$ cat config.mk
export PLATFORM = sky130hd
export DESIGN_NAME = coh_dcache
export DESIGN_NICKNAME = d
export VERILOG_FILES = /design/src/rtl/coh_dcache_pkg.sv /design/src/rtl/coh_line_store.sv /design/src/rtl/coh_alloc_policy.sv /design/src/rtl/coh_dcache.sv
export SDC_FILE = /design/constraint.sdc
export NUM_CORES = 1
export LEC_CHECK = 0
export ABC_AREA = 1
export BUFFER_PORTS_ARGS = -buffer_cell sky130_fd_sc_hd__buf_2
export CAP_MARGIN = 20
export CORE_MARGIN = 3
export CORE_UTILIZATION = 55
export DETAILED_ROUTE_END_ITERATION = 7
export PLACE_DENSITY = 0.77
export SLEW_MARGIN = 20
export SYNTH_ARGS = -nofsm -noshare
export SYNTH_HDL_FRONTEND = slang
export SYNTH_SLANG_ARGS = --single-unit
$ cat constraint.sdc
create_clock -name clk -period 3.6 [get_ports clk]
set_input_delay 0.72 -clock clk [delete_from_list [all_inputs] [get_ports clk]]
set_output_delay 0.72 -clock clk [all_outputs]
set_load 0.01 [all_outputs]
$ cat src/rtl/coh_dcache_pkg.sv
package coh_dcache_pkg;
  typedef enum logic [1:0] {ST_I, ST_S, ST_E, ST_M} mesi_t;

  localparam logic [1:0] ATTR_NC  = 2'd0;
  localparam logic [1:0] ATTR_NA  = 2'd1;
  localparam logic [1:0] ATTR_RWA = 2'd2;

  typedef enum logic [2:0] {ACT_MEM, ACT_DONE, ACT_INV, ACT_FILL, ACT_WB} act_t;
endpackage

$ cat src/rtl/coh_line_store.sv
module coh_line_store
  import coh_dcache_pkg::*;
#(
  parameter int IDX_W  = 2,
  parameter int TAG_W  = 6,
  parameter int DATA_W = 16
) (
  input  logic              clk,
  input  logic              rst,
  input  logic [IDX_W-1:0]  rd_idx,
  output logic [TAG_W-1:0]  rd_tag,
  output logic [DATA_W-1:0] rd_data,
  output mesi_t             rd_state,
  input  logic              we,
  input  logic [IDX_W-1:0]  wr_idx,
  input  logic [TAG_W-1:0]  wr_tag,
  input  logic [DATA_W-1:0] wr_data,
  input  mesi_t             wr_state
);
  localparam int LINES = 1 << IDX_W;

  // tag and data carry no reset so they map onto distributed RAM
  logic [TAG_W-1:0]  tag_mem  [LINES];
  logic [DATA_W-1:0] data_mem [LINES];
  mesi_t             state_q  [LINES];

  always_ff @(posedge clk) begin
    if (we) begin
      tag_mem[wr_idx]  <= wr_tag;
      data_mem[wr_idx] <= wr_data;
    end
  end

  always_ff @(posedge clk) begin
    if (rst) begin
      for (int i = 0; i < LINES; i++) state_q[i] <= ST_I;
    end else if (we) begin
      state_q[wr_idx] <= wr_state;
    end
  end

  assign rd_tag   = tag_mem[rd_idx];
  assign rd_data  = data_mem[rd_idx];
  assign rd_state = state_q[rd_idx];
endmodule

$ cat src/rtl/coh_alloc_policy.sv
module coh_alloc_policy
  import coh_dcache_pkg::*;
(
  input  logic [1:0] attr,
  input  logic       en,
  input  logic       write,
  input  logic       hit,
  input  mesi_t      line_st,
  output act_t       act
);
  logic cacheable;
  logic alloc;

  always_comb begin
    cacheable = (attr == ATTR_NA) || (attr == ATTR_RWA);
    // with enable low an allocating attribute degrades to no-allocate
    alloc = en && (attr == ATTR_RWA);
    if (!cacheable)                 act = ACT_MEM;
    else if (hit)                   act = (write && line_st == ST_S) ? ACT_INV : ACT_DONE;
    else if (!alloc)                act = ACT_MEM;
    else if (line_st == ST_M)       act = ACT_WB;
    else if (write)                 act = ACT_INV;
    else                            act = ACT_FILL;
  end
endmodule

$ cat src/rtl/coh_dcache.sv
module coh_dcache
  import coh_dcache_pkg::*;
#(
  parameter int ADDR_W = 8,
  parameter int DATA_W = 16,
  parameter int IDX_W  = 2
) (
  input  logic              clk,
  input  logic              rst,
  input  logic              cache_en,
  input  logic              req_valid,
  output logic              req_ready,
  input  logic              req_write,
  input  logic [1:0]        req_attr,
  input  logic [ADDR_W-1:0] req_addr,
  input  logic [DATA_W-1:0] req_wdata,
  output logic              rsp_valid,
  output logic [DATA_W-1:0] rsp_rdata,
  output logic              mem_valid,
  output logic              mem_write,
  output logic [ADDR_W-1:0] mem_addr,
  output logic [DATA_W-1:0] mem_wdata,
  input  logic              mem_ack,
  input  logic [DATA_W-1:0] mem_rdata,
  input  logic              mem_shared,
  output logic              inv_valid,
  output logic [ADDR_W-1:0] inv_addr,
  input  logic              inv_ack,
  input  logic              snp_valid,
  input  logic              snp_inv,
  input  logic [ADDR_W-1:0] snp_addr,
  output logic              snp_ready,
  output logic              snp_done,
  output logic              snp_hit,
  output logic              snp_dirty,
  output logic [DATA_W-1:0] snp_data
);
  localparam int TAG_W = ADDR_W - IDX_W;

  typedef enum logic [2:0] {S_IDLE, S_LOOK, S_MEM, S_WB, S_FILL, S_INV, S_SNP, S_SNWB} fsm_t;

  fsm_t              st;
  logic              r_write, r_en, s_inv;
  logic [1:0]        r_attr;
  logic [ADDR_W-1:0] r_addr, s_addr;
  logic [DATA_W-1:0] r_wdata;

  logic              snp_ctx;
  logic [IDX_W-1:0]  rd_idx;
  logic [TAG_W-1:0]  rd_tag, lk_tag;
  logic [DATA_W-1:0] rd_data;
  mesi_t             rd_state;
  logic              lk_hit;
  act_t              act;

  logic              st_we;
  logic [IDX_W-1:0]  st_idx;
  logic [TAG_W-1:0]  st_tag;
  logic [DATA_W-1:0] st_data;
  mesi_t             st_state;

  assign snp_ctx   = (st == S_SNP) || (st == S_SNWB);
  assign rd_idx    = snp_ctx ? s_addr[IDX_W-1:0] : r_addr[IDX_W-1:0];
  assign lk_tag    = snp_ctx ? s_addr[ADDR_W-1:IDX_W] : r_addr[ADDR_W-1:IDX_W];
  assign lk_hit    = (rd_state != ST_I) && (rd_tag == lk_tag);
  assign req_ready = (st == S_IDLE) && !snp_valid;
  assign snp_ready = (st == S_IDLE);

  coh_line_store #(.IDX_W(IDX_W), .TAG_W(TAG_W), .DATA_W(DATA_W)) u_store (
    .clk(clk), .rst(rst),
    .rd_idx(rd_idx), .rd_tag(rd_tag), .rd_data(rd_data), .rd_state(rd_state),
    .we(st_we), .wr_idx(st_idx), .wr_tag(st_tag), .wr_data(st_data), .wr_state(st_state)
  );

  coh_alloc_policy u_policy (
    .attr(r_attr), .en(r_en), .write(r_write), .hit(lk_hit), .line_st(rd_state), .act(act)
  );

  // line store update for every state that changes a line
  always_comb begin
    st_we    = 1'b0;
    st_idx   = r_addr[IDX_W-1:0];
    st_tag   = r_addr[ADDR_W-1:IDX_W];
    st_data  = r_wdata;
    st_state = ST_M;
    unique case (st)
      S_LOOK: st_we = (act == ACT_DONE) && r_write;
      S_FILL: begin
        st_we    = mem_ack;
        st_data  = mem_rdata;
        st_state = mem_shared ? ST_S : ST_E;
      end
      S_INV:  st_we = inv_ack;
      S_SNP, S_SNWB: begin
        st_we    = (st == S_SNP) ? (lk_hit && rd_state != ST_M) : mem_ack;
        st_idx   = s_addr[IDX_W-1:0];
        st_tag   = rd_tag;
        st_data  = rd_data;
        st_state = s_inv ? ST_I : ST_S;
      end
      default: st_we = 1'b0;
    endcase
  end

  always_ff @(posedge clk) begin
    if (rst) begin
      st        <= S_IDLE;
      r_write   <= 1'b0;
      r_en      <= 1'b0;
      r_attr    <= ATTR_NC;
      r_addr    <= '0;
      r_wdata   <= '0;
      s_inv     <= 1'b0;
      s_addr    <= '0;
      rsp_valid <= 1'b0;
      rsp_rdata <= '0;
      mem_valid <= 1'b0;
      mem_write <= 1'b0;
      mem_addr  <= '0;
      mem_wdata <= '0;
      inv_valid <= 1'b0;
      inv_addr  <= '0;
      snp_done  <= 1'b0;
      snp_hit   <= 1'b0;
      snp_dirty <= 1'b0;
      snp_data  <= '0;
    end else begin
      rsp_valid <= 1'b0;
      snp_done  <= 1'b0;
      unique case (st)
        S_IDLE: begin
          if (snp_valid) begin
            s_addr <= snp_addr;
            s_inv  <= snp_inv;
            st     <= S_SNP;
          end else if (req_valid) begin
            r_write <= req_write;
            r_attr  <= req_attr;
            r_addr  <= req_addr;
            r_wdata <= req_wdata;
            r_en    <= cache_en;
            st      <= S_LOOK;
          end
        end
        S_LOOK: begin
          unique case (act)
            ACT_MEM: begin
              mem_valid <= 1'b1;
              mem_write <= r_write;
              mem_addr  <= r_addr;
              mem_wdata <= r_wdata;
              st        <= S_MEM;
            end
            ACT_DONE: begin
              rsp_valid <= 1'b1;
              rsp_rdata <= rd_data;
              st        <= S_IDLE;
            end
            ACT_INV: begin
              inv_valid <= 1'b1;
              inv_addr  <= r_addr;
              st        <= S_INV;
            end
            ACT_FILL: begin
              mem_valid <= 1'b1;
              mem_write <= 1'b0;
              mem_addr  <= r_addr;
              st        <= S_FILL;
            end
            default: begin
              mem_valid <= 1'b1;
              mem_write <= 1'b1;
              mem_addr  <= {rd_tag, r_addr[IDX_W-1:0]};
              mem_wdata <= rd_data;
              st        <= S_WB;
            end
          endcase
        end
        S_MEM, S_FILL: if (mem_ack) begin
          mem_valid <= 1'b0;
          rsp_valid <= 1'b1;
          rsp_rdata <= mem_rdata;
          st        <= S_IDLE;
        end
        S_WB: if (mem_ack) begin
          if (r_write) begin
            mem_valid <= 1'b0;
            inv_valid <= 1'b1;
            inv_addr  <= r_addr;
            st        <= S_INV;
          end else begin
            mem_write <= 1'b0;
            mem_addr  <= r_addr;
            st        <= S_FILL;
          end
        end
        S_INV: if (inv_ack) begin
          inv_valid <= 1'b0;
          rsp_valid <= 1'b1;
          rsp_rdata <= r_wdata;
          st        <= S_IDLE;
        end
        S_SNP: begin
          if (lk_hit && rd_state == ST_M) begin
            mem_valid <= 1'b1;
            mem_write <= 1'b1;
            mem_addr  <= s_addr;
            mem_wdata <= rd_data;
            st        <= S_SNWB;
          end else begin
            snp_done  <= 1'b1;
            snp_hit   <= lk_hit;
            snp_dirty <= 1'b0;
            snp_data  <= rd_data;
            st        <= S_IDLE;
          end
        end
        default: if (mem_ack) begin
          mem_valid <= 1'b0;
          snp_done  <= 1'b1;
          snp_hit   <= 1'b1;
          snp_dirty <= 1'b1;
          snp_data  <= rd_data;
          st        <= S_IDLE;
        end
      endcase
    end
  end

  logic look_cacheable;
  assign look_cacheable = (r_attr == ATTR_NA) || (r_attr == ATTR_RWA);

  AST_FILL_NEEDS_EN: assert property (@(posedge clk) disable iff (rst)
    (st == S_FILL) |-> (r_en && r_attr == ATTR_RWA));
  AST_NC_SKIPS_CACHE: assert property (@(posedge clk) disable iff (rst)
    (st == S_LOOK && !look_cacheable) |=> (mem_valid && !inv_valid));
  AST_SHARED_WR_INV: assert property (@(posedge clk) disable iff (rst)
    (st == S_LOOK && look_cacheable && r_write && lk_hit && rd_state == ST_S) |=> inv_valid);
  AST_MEM_HOLD: assert property (@(posedge clk) disable iff (rst)
    (mem_valid && !mem_ack) |=> (mem_valid && $stable(mem_addr) && $stable(mem_write)));
  AST_SNOOP_DIRTY_WB: assert property (@(posedge clk) disable iff (rst)
    (st == S_SNP && lk_hit && rd_state == ST_M) |=> (mem_valid && mem_write));
  AST_RSP_PULSE: assert property (@(posedge clk) disable iff (rst)
    rsp_valid |=> !rsp_valid);
endmodule

==> results of run 1 <==
-- final timing paths --
kind                            end  cells after the start  slack, ps  startpoint
max reg2reg  u_store.data_mem[1][3]                     19        400       st[2]
max          u_store.data_mem[1][3]                     19        400       st[2]
min                       inv_valid                      2        450   inv_valid
min reg2reg               inv_valid                      2        450   inv_valid
-- power by group through the flow --
stage	sequential (mW)	combinational [mW]	clock, mW
global route	3.00	2.28	2.35
floorplan	3.02	1.38	0
global placement	3.00	2.00	0
finish	2.97	2.06	2.21
CTS	2.96	2.05	2.24
detailed placement	3.01	2.03	0
-- kinds of logic after synthesis --
group	after synthesis	synth area share, %
compound gates	299	18.1
simple gates	376	18.5
flops	207	53.0
buf+inv	244	10.4
fa+ha+maj	1	0.130
-- critical path: stages (launching register included) --
cell and delay, ps:
dfxtp_2 480, nand2_8 110, nand2_4 170, nand2_4 180, nand2_2 130, inv_2 50
nand2_2 70, nand2_1 50, nor2_1 160, nor2_1 60, nor2_1 90, nand2_1 70
nor2_2 160, o211ai_1 130, inv_1 80, nand3_1 60, nand3_1 230, nand2_1 120
inv_1 280, buf_12 200
-- layout make-up --
type	count	share of cell area [%]
multi-input combinational	676	31.5
clock inverter	13	1.21
sequential	207	45.5
tap	220	2.45
timing repair buffer	160	7.98
inverter	191	6.39
clock buffer	25	5.00
-- routing by layer --
| layer | part of all wire (%) | vias up | global-route usage, % |
|---|---|---|---|
| met5 | 0 | - | 0 |
| met4 | 3.8 | 0 | 9.93 |
| met3 | 6.1 | 60 | 4.21 |
| met2 | 50 | 299 | 46.7 |
| met1 | 40 | 3853 | 31.3 |
| li1 | - | 4029 | - |
-- timing repair --
action                     in CTS  in global routing
setup endpoints to repair       0                 82
buffers inserted                0                  0
hold endpoints to repair        0                  0
gates resized for setup         0                  2
-- through the flow --
stage,instances,power [mW]
after floorplan,1127,4.40
after global placement,1454,5.00
after detailed placement,1454,5.04
after CTS,1492,7.25
after global routing,1492,7.63
final,1492,7.23
-- state kept, by name, summed over array words and instances, names as in the netlist, 2 cells and up --
signal and count:
r_attr 2, rsp_rdata 16, r_addr 8, r_wdata 16
u_store.tag_mem 24, u_store.data_mem 64, u_store.state_q 8, s_addr 8
inv_addr 8, snp_data 16, st 3, mem_addr 8
mem_wdata 16
-- cells in the mapped netlist, types with 3 or more instances --
library cell / instances
o221ai_1: 26
buf_6: 8
nand2_1: 214
nor2_4: 3
o21ai_0: 89
o211ai_1: 16
nor2_2: 4
nand2_2: 18
nand3b_1: 16
o21ai_1: 20
buf_2: 8
o22ai_1: 19
nand4_1: 4
inv_1: 182
edfxtp_1: 96
dfxtp_1: 111
clkinv_1: 4
nor2_1: 57
a31oi_1: 3
a22oi_1: 18
nand3_1: 39
a21oi_1: 99
nand3_4: 3
a221oi_1: 4
a21oi_2: 3
clkbuf_1: 32
inv_2: 5
buf_4: 3
nand2_4: 7
==> metrics.txt, run 1 <==
status=finished, final reports clean; TritonCTS buffer count=21; synth warn=0; setup tns final=0 ps; P_sw=2.43 mW; Seq/Total Area, Yosys=between 50% and 60%; FF/Latch Area=just over 0.005 mm^2; filler cell count=~1.4k; CP endpoint kind=flip-flop; hold buffers post-CTS=0; Cell Rows=47; Area contributors post-synth=edfxtp_1, dfxtp_1, nand2_1; CTS tree=built; area of the multi-input gates=0.00353 mm^2; Syn Inst Count=1127; most frequent cells in the layout=nand2_1, inv_1, buf_2, dfxtp_1, a21oi_1; largest net degree at the start of global routing=46; Initial DRC Count=493; Post-Syn Area per Cell=8.55 um^2; Final HPWL DP=roughly 19 mm; antenna-violating nets left=0; Setup Viol. Count Final=0; commonest non-fill, non-tap cell in the layout=nand2_1; Clock transition at path regs=60 ps; Final Cycle Share=88.8%; GP Congestion=0.960; Post-synth EDFFs=96; Peak VDD IR=0.000546 V; core area=0.0169 mm^2; fmax=0.313 GHz; GRT Util Overall=26.0%; DRT Wirelength=25.4 mm; Ant. Diodes=0; unrepaired setup endpoints after global routing=false; final core occ=66.5%; Placed Area=~0.011 mm^2; Final min period=3200 ps; vias in the first global route=8024; main flop type after synthesis=dfxtp_1; combinational share of power=28.5%; startpoint types=flip-flop; NumNets Final=1318; Sequential Power Share=41.0%; Leak=5.16 nW; ys async rst share=0%; Synth Register Bits=207; Die X=138 um; global route overflow=0; die height=between 100 and 150 um; area leader, netlist=edfxtp_1; H-tree depth=1; initial antenna violation count=0; PortBufs=132; power per cell area=~640 mW/mm^2; total clock sinks=207; Hold Crit Class=reg -> reg; final hold viol count=0; max-cap violations=0; WP data required=between 3000 and 4000 ps; Clk pwr share=30.5%; layout cells sized above 1=between 10% and 20%; pre-CTS setup slack=between 200 and 300 ps; first-pass GRT wire length=40.8 mm; Syn Nets=1188; Worst-Skew Late Latency=around 500 ps; IO Pins=between 100 and 150; critical path arrival=3410 ps; worst slew pin tran=660 ps; DRC=0; clk_skew=11.9 ps; Vias/cell=5.52; drt wl/cell=about 17 um; Post-Syn Area=0.00963 mm^2; worst slew margin relative to its limit=55.5%; Fin Hold WS=roughly 450 ps; maximum fanout along the worst path=20; Pint=4.81 mW; Final Max Slew Viols=0; Die ar.=0.0191 mm^2; Starting Density=a little under three fifths; clock root cell=clkbuf_16; post-synth top area share=between 20 and 30%; synth unique cells=40; routed via count=8241; switch share=between 30% and 40%; crit path kind=reg -> reg; Max Buffers Root-to-Sink=3; final instance area=0.0112 mm^2; final setup margin=402 ps; Pre-antenna DRT Iters=7; area delta synth->final=16.5%
No activity file was read; power rests on OpenSTA's default activity.
==> inputs of run 2 (changes only) <==
Settings changed: CORE_MARGIN 3 to 4.
==> metrics.txt, run 2 (same netlist as run 1, synthesis figures left out) <==
clk_skew=17.1 ps (+5.30 ps); Die X=140 um (+1.4%); Final min period=3150 ps (-51.4 ps); setup tns final=0 ps (unchanged); NumNets Final=1320 (+0.15%); crit path kind=reg -> reg; maximum fanout along the worst path=26 (+30%); initial antenna violation count=0 (unchanged); first-pass GRT wire length=40.8 mm (+0.12%); CTS tree=built; Cell Rows=48 (+2.1%); H-tree depth=1 (unchanged); Pre-antenna DRT Iters=5 (-2); clock root cell=clkbuf_16; area delta synth->final=16.7%; Setup Viol. Count Final=0 (unchanged); Leak=5.15 nW (about the same); DRT Wirelength=25.5 mm (+0.37%); critical path cell sequence=nand2_8, nand2_4, nand2_4, nand2_2, inv_2, nand2_2, nand2_1, nor2_1, nor2_1, nor2_1, nand2_1, nor2_2, o211ai_1, inv_1, nand3_1, nand3_1, nand2_1, inv_1, buf_4; CP peak stage delay=480 ps (about the same); worst slew margin relative to its limit=22.0% (-34 points); unrepaired setup endpoints after global routing=false; IO Pins=133 (unchanged); fmax=0.318 GHz (+1.6%); Fin Hold WS=457 ps (+7.36 ps); GRT Util Overall=25.6% (-0.42 points); met3 routed WL=1.56 mm (+0.26%); Peak VDD IR=0.000491 V (-10%); Crit-path slowest cell=dfxtp_2; Max Buffers Root-to-Sink=3 (unchanged); max reg flops=64 (unchanged); Worst-Skew Late Latency=520 ps (+20 ps); WP data required=3800 ps (about the same); global route overflow=0 (unchanged); Final Max Slew Viols=0 (unchanged); status=finished, final reports clean; layout cells sized above 1=19.6% (+0.35 points); Final HPWL DP=18.6 mm (-0.18%); most frequent cells in the layout=nand2_1, inv_1, buf_2, dfxtp_1, a21oi_1; final hold viol count=0 (unchanged); DRC=0 (unchanged); TritonCTS buffer count=22 (+4.8%); cts repair resizes=0 (unchanged); Top Registers=u_store.data_mem: 64 flops, u_store.tag_mem: 24 flops; Hold Crit Class=reg -> reg; Post-Place Cells=1460 (+0.41%); Final Cycle Share=87.4% (-1.4 points); Ant. Diodes=0 (unchanged); startpoint types=flip-flop; max-cap violations=0 (unchanged); CP endpoint kind=flip-flop; die height=140 um (+1.4%); drt wl/cell=17.0 um (-0.16%); Setup Buffers After CTS=0 (unchanged); metal2 WL=12.9 mm (+0.33%); commonest non-fill, non-tap cell in the layout=nand2_1; Vias/cell=5.52 (about the same); largest net degree at the start of global routing=49 (+6.5%); Starting Density=55.9% (-1.2 points); max layer used=met4; worst slew pin tran=1170 ps (+506 ps); Initial DRC Count=553 (+12%); vias in the first global route=8249 (+2.8%); antenna-violating nets left=0 (unchanged); critical path arrival=3350 ps (-60 ps); routed via count=8287 (+0.56%); core area=0.0172 mm^2 (+2.1%); Top reg by flops=u_store.data_mem; power per cell area=640 mW/mm^2 (-0.72%); met1 wire length=9.83 mm (-2.4%); Non-Filler Instances=1500 (+0.54%); GP Congestion=1.00 (+4.6%); total clock sinks=207 (unchanged); PortBufs=132 (unchanged); Clock transition at path regs=60 ps (about the same); hold buffers post-CTS=0 (unchanged); Die ar.=0.0197 mm^2 (+2.9%)
## run 2: worst max-delay path: cells and delay by family (launching register included)
kind / cells / cell delay (ps)
AO/OA/AOI/OAI: 1 / 130
buffers and inverters: 4 / 490
flip-flops: 1 / 480
AND/OR/NAND/NOR: 14 / 1730
## run 2: metrics by stage
| stage | worst slack, ps | instance area (um^2) | utilization, % | power (mW) |
|---|---|---|---|---|
| floorplan | 752 | 9630 | - | 4.40 |
| global placement | 420 | 10500 | 61.1 | 4.99 |
| detailed placement | 316 | 10500 | 61.1 | 5.03 |
| CTS | 262 | 11200 | 65.2 | 7.22 |
| global route | 36.0 | 11200 | 65.2 | 7.59 |
| finish | 453 | 11200 | 65.2 | 7.19 |
## run 2: layout make-up
class | instances | area, um^2
clock buffers | 30 | 611
clock inverters | 10 | 87.6
fillers | 1426 | 6000
inverters | 191 | 717
multi-input cells | 676 | 3530
flip-flops and latches | 207 | 5110
well taps | 225 | 282
repair buffers | 161 | 903
## run 2: path summary, 6_finish.rpt
check / from / end / slack (ps) / cells after the start
setup / recovery: st[2] / u_store.data_mem[2][14] / 450 / 19
hold / removal: inv_valid / inv_valid / 460 / 2
setup reg to reg: st[2] / u_store.data_mem[2][14] / 450 / 19
hold reg to reg: inv_valid / inv_valid / 460 / 2
## run 2: metal layers
| layer | GRT usage, % | vias up |
|---|---|---|
| met5 | 0 | - |
| met4 | 12.3 | 0 |
| met3 | 3.79 | 92 |
| met2 | 45.6 | 328 |
| met1 | 30.2 | 3828 |
| li1 | - | 4039 |
## run 2: where the power goes
| group | switching (mW) | leakage, nW | internal [mW] |
|---|---|---|---|
| clock | 0.916 | 0.343 | 1.26 |
| sequential | 0.165 | 1.80 | 2.81 |
| combinational | 1.37 | 3.01 | 0.668 |
| total | 2.45 | 5.15 | 4.74 |
==> inputs of run 3 (changes only) <==
Settings changed: CORE_UTILIZATION 55 to 58, PLACE_DENSITY 0.77 to 0.82.
==> metrics.txt, run 3 (same netlist as run 1, synthesis figures left out) <==
status=finished, final reports clean; Worst-Skew Late Latency=510 ps (about the same); unrepaired setup endpoints after global routing=false; core area=0.0161 mm^2 (-6.8%); worst slew pin tran=700 ps (-466 ps); r2r startpoint=st[2]; Final min period=3240 ps (+97.7 ps); critical path arrival=3450 ps (+100 ps); Top Registers=u_store.data_mem: 64 flops, u_store.tag_mem: 24 flops; Worst Hold End=inv_addr[2]; max reg flops=64 (unchanged); CTS tree=built; startpoint types=flip-flop; Placed Area=0.0105 mm^2 (-0.25%); drt wl/cell=17.0 um (-0.45%); power per cell area=633 mW/mm^2 (-0.98%); Pre-antenna DRT Iters=7 (+2); PortBufs=132 (unchanged); worst hold start=inv_addr[2]; Hold Crit Class=reg -> reg; global route overflow=0 (unchanged); final hold viol count=0 (unchanged); GRT Util Overall=26.5% (+0.95 points); hold buffers post-CTS=0 (unchanged); Clock transition at path regs=60 ps (about the same); NumNets Final=1317 (-0.23%); initial antenna violation count=0 (unchanged); routed via count=8281 (-0.072%); worst hold path stage count=2 (unchanged); Peak VDD IR=0.000484 V (-1.4%); total clock sinks=207 (unchanged); GP Congestion=0.990 (-1.3%); Setup Viol. Count Final=0 (unchanged); TritonCTS buffer count=21 (-4.5%); CP endpoint kind=flip-flop; H-tree depth=1 (unchanged); Final Max Slew Viols=0 (unchanged); R2R depth=17 (-2); clock root cell=clkbuf_16; DRT Wirelength=25.2 mm (-1.3%); Starting Density=60.0% (+4.1 points); Initial DRC Count=750 (+36%); Leak=5.11 nW (-0.80%); Die X=137 um (-2.5%); Top reg by flops=u_store.data_mem; worst slew margin relative to its limit=52.8% (+31 points); maximum fanout along the worst path=20 (-23%); largest net degree at the start of global routing=39 (-20%); final instance area=0.0112 mm^2 (-0.77%); max-cap violations=0 (unchanged); setup tns final=0 ps (unchanged); WP data required=3810 ps (about the same); worst r2r dst=u_store.data_mem[1][13]; DRC=0 (unchanged); first-pass GRT wire length=39.1 mm (-4.2%); clk_skew=16.9 ps (-0.266 ps); antenna-violating nets left=0 (unchanged); Die ar.=0.0187 mm^2 (-4.9%); Ant. Diodes=0 (unchanged); commonest non-fill, non-tap cell in the layout=nand2_1; area of the multi-input gates=0.00353 mm^2 (unchanged); R2R setup slack=360 ps (-100 ps); die height=137 um (-2.5%); crit path kind=reg -> reg; filler cell count=1271 (-11%); layout cells sized above 1=19.2% (-0.41 points); Final HPWL DP=18.5 mm (-0.78%); fmax=0.308 GHz (-3.0%); IO Pins=133 (unchanged); FF/Latch Area=0.00511 mm^2 (unchanged); Vias/cell=5.57 (+0.80%); Cell Rows=46 (-4.2%); Max Buffers Root-to-Sink=3 (unchanged); most frequent cells in the layout=nand2_1, inv_1, buf_2, dfxtp_1, a21oi_1; Final Cycle Share=90.1% (+2.7 points); vias in the first global route=7885 (-4.4%); area delta synth->final=15.8%
-- run 3: changes by cell type in the layout (fill, tap and decap cells not counted), sizes merged --
cell      previous run  this run
buf                161       159
clkbuf              30        36
bufinv               1         0
clkinvlp             1         0
clkinv              12         5
inv                187       188
-- run 3: worst max-delay path by stage --
stage | start | end | depth (start not counted)
after floorplan | st[2] | u_store.data_mem[1][0] | 21
after detailed placement | st[2] | u_store.data_mem[1][10] | 17
after global placement | st[2] | u_store.data_mem[1][10] | 17
final | st[2] | u_store.data_mem[1][13] | 17
after CTS | st[2] | u_store.data_mem[1][6] | 17
after global routing | st[2] | u_store.data_mem[1][13] | 17
-- run 3: critical path: stages, from the launching register on --
cell      delay, ps
dfxtp_2         480
nand3_4         230
nand2_4         260
nor2_1           60
o21ai_0         220
nand2_1         130
nand2_1          80
nand2_1          70
inv_1            60
nand2_1          50
nor2_2          170
o211ai_1        130
inv_1            80
nand3_1          70
nand3_1         240
nand2_1         120
inv_1           280
buf_12          210
-- run 3: final cells by class --
type / instances / area share (%)
Timing Repair Buffer: 159 / 7.96
Clock buffer: 36 / 5.60
Inverter: 191 / 6.43
Multi-Input combinational cell: 676 / 31.7
Sequential cell: 207 / 45.8
Tap cell: 216 / 2.42
Clock inverter: 2 / 0.123
-- run 3: metal layers --
layer	global-route usage, %	part of all wire, %	up-vias
li1	-	-	4026
met1	31.9	39	3827
met2	47.7	50	351
met3	4.15	7.0	77
met4	10.5	4.2	0
met5	0	0	-
-- run 3: power breakdown --
part | switching (mW) | internal [mW] | leakage [nW]
Sequential | 0.166 | 2.81 | 1.80
Clock | 0.868 | 1.18 | 0.315
Combinational | 1.37 | 0.674 | 3.00
Total | 2.41 | 4.66 | 5.11
-- run 3: metrics by stage --
stage	worst slack (ps)	cells	total power, mW	utilization, %	hold WS [ps]
2_1_floorplan	752	1127	4.40	-	435
3_3_place_gp	408	1449	4.99	65.5	449
3_5_place_dp	237	1449	5.03	65.5	457
4_1_cts	215	1487	7.07	69.4	466
5_1_grt	72.1	1487	7.43	69.5	490
6_report	356	1487	7.07	69.5	463
-- run 3: repair_timing --
action / 4_1_cts / 5_1_grt
setup endpoints to repair: 0 / 82
resized for setup: 0 / 2
buffers inserted: 0 / 0
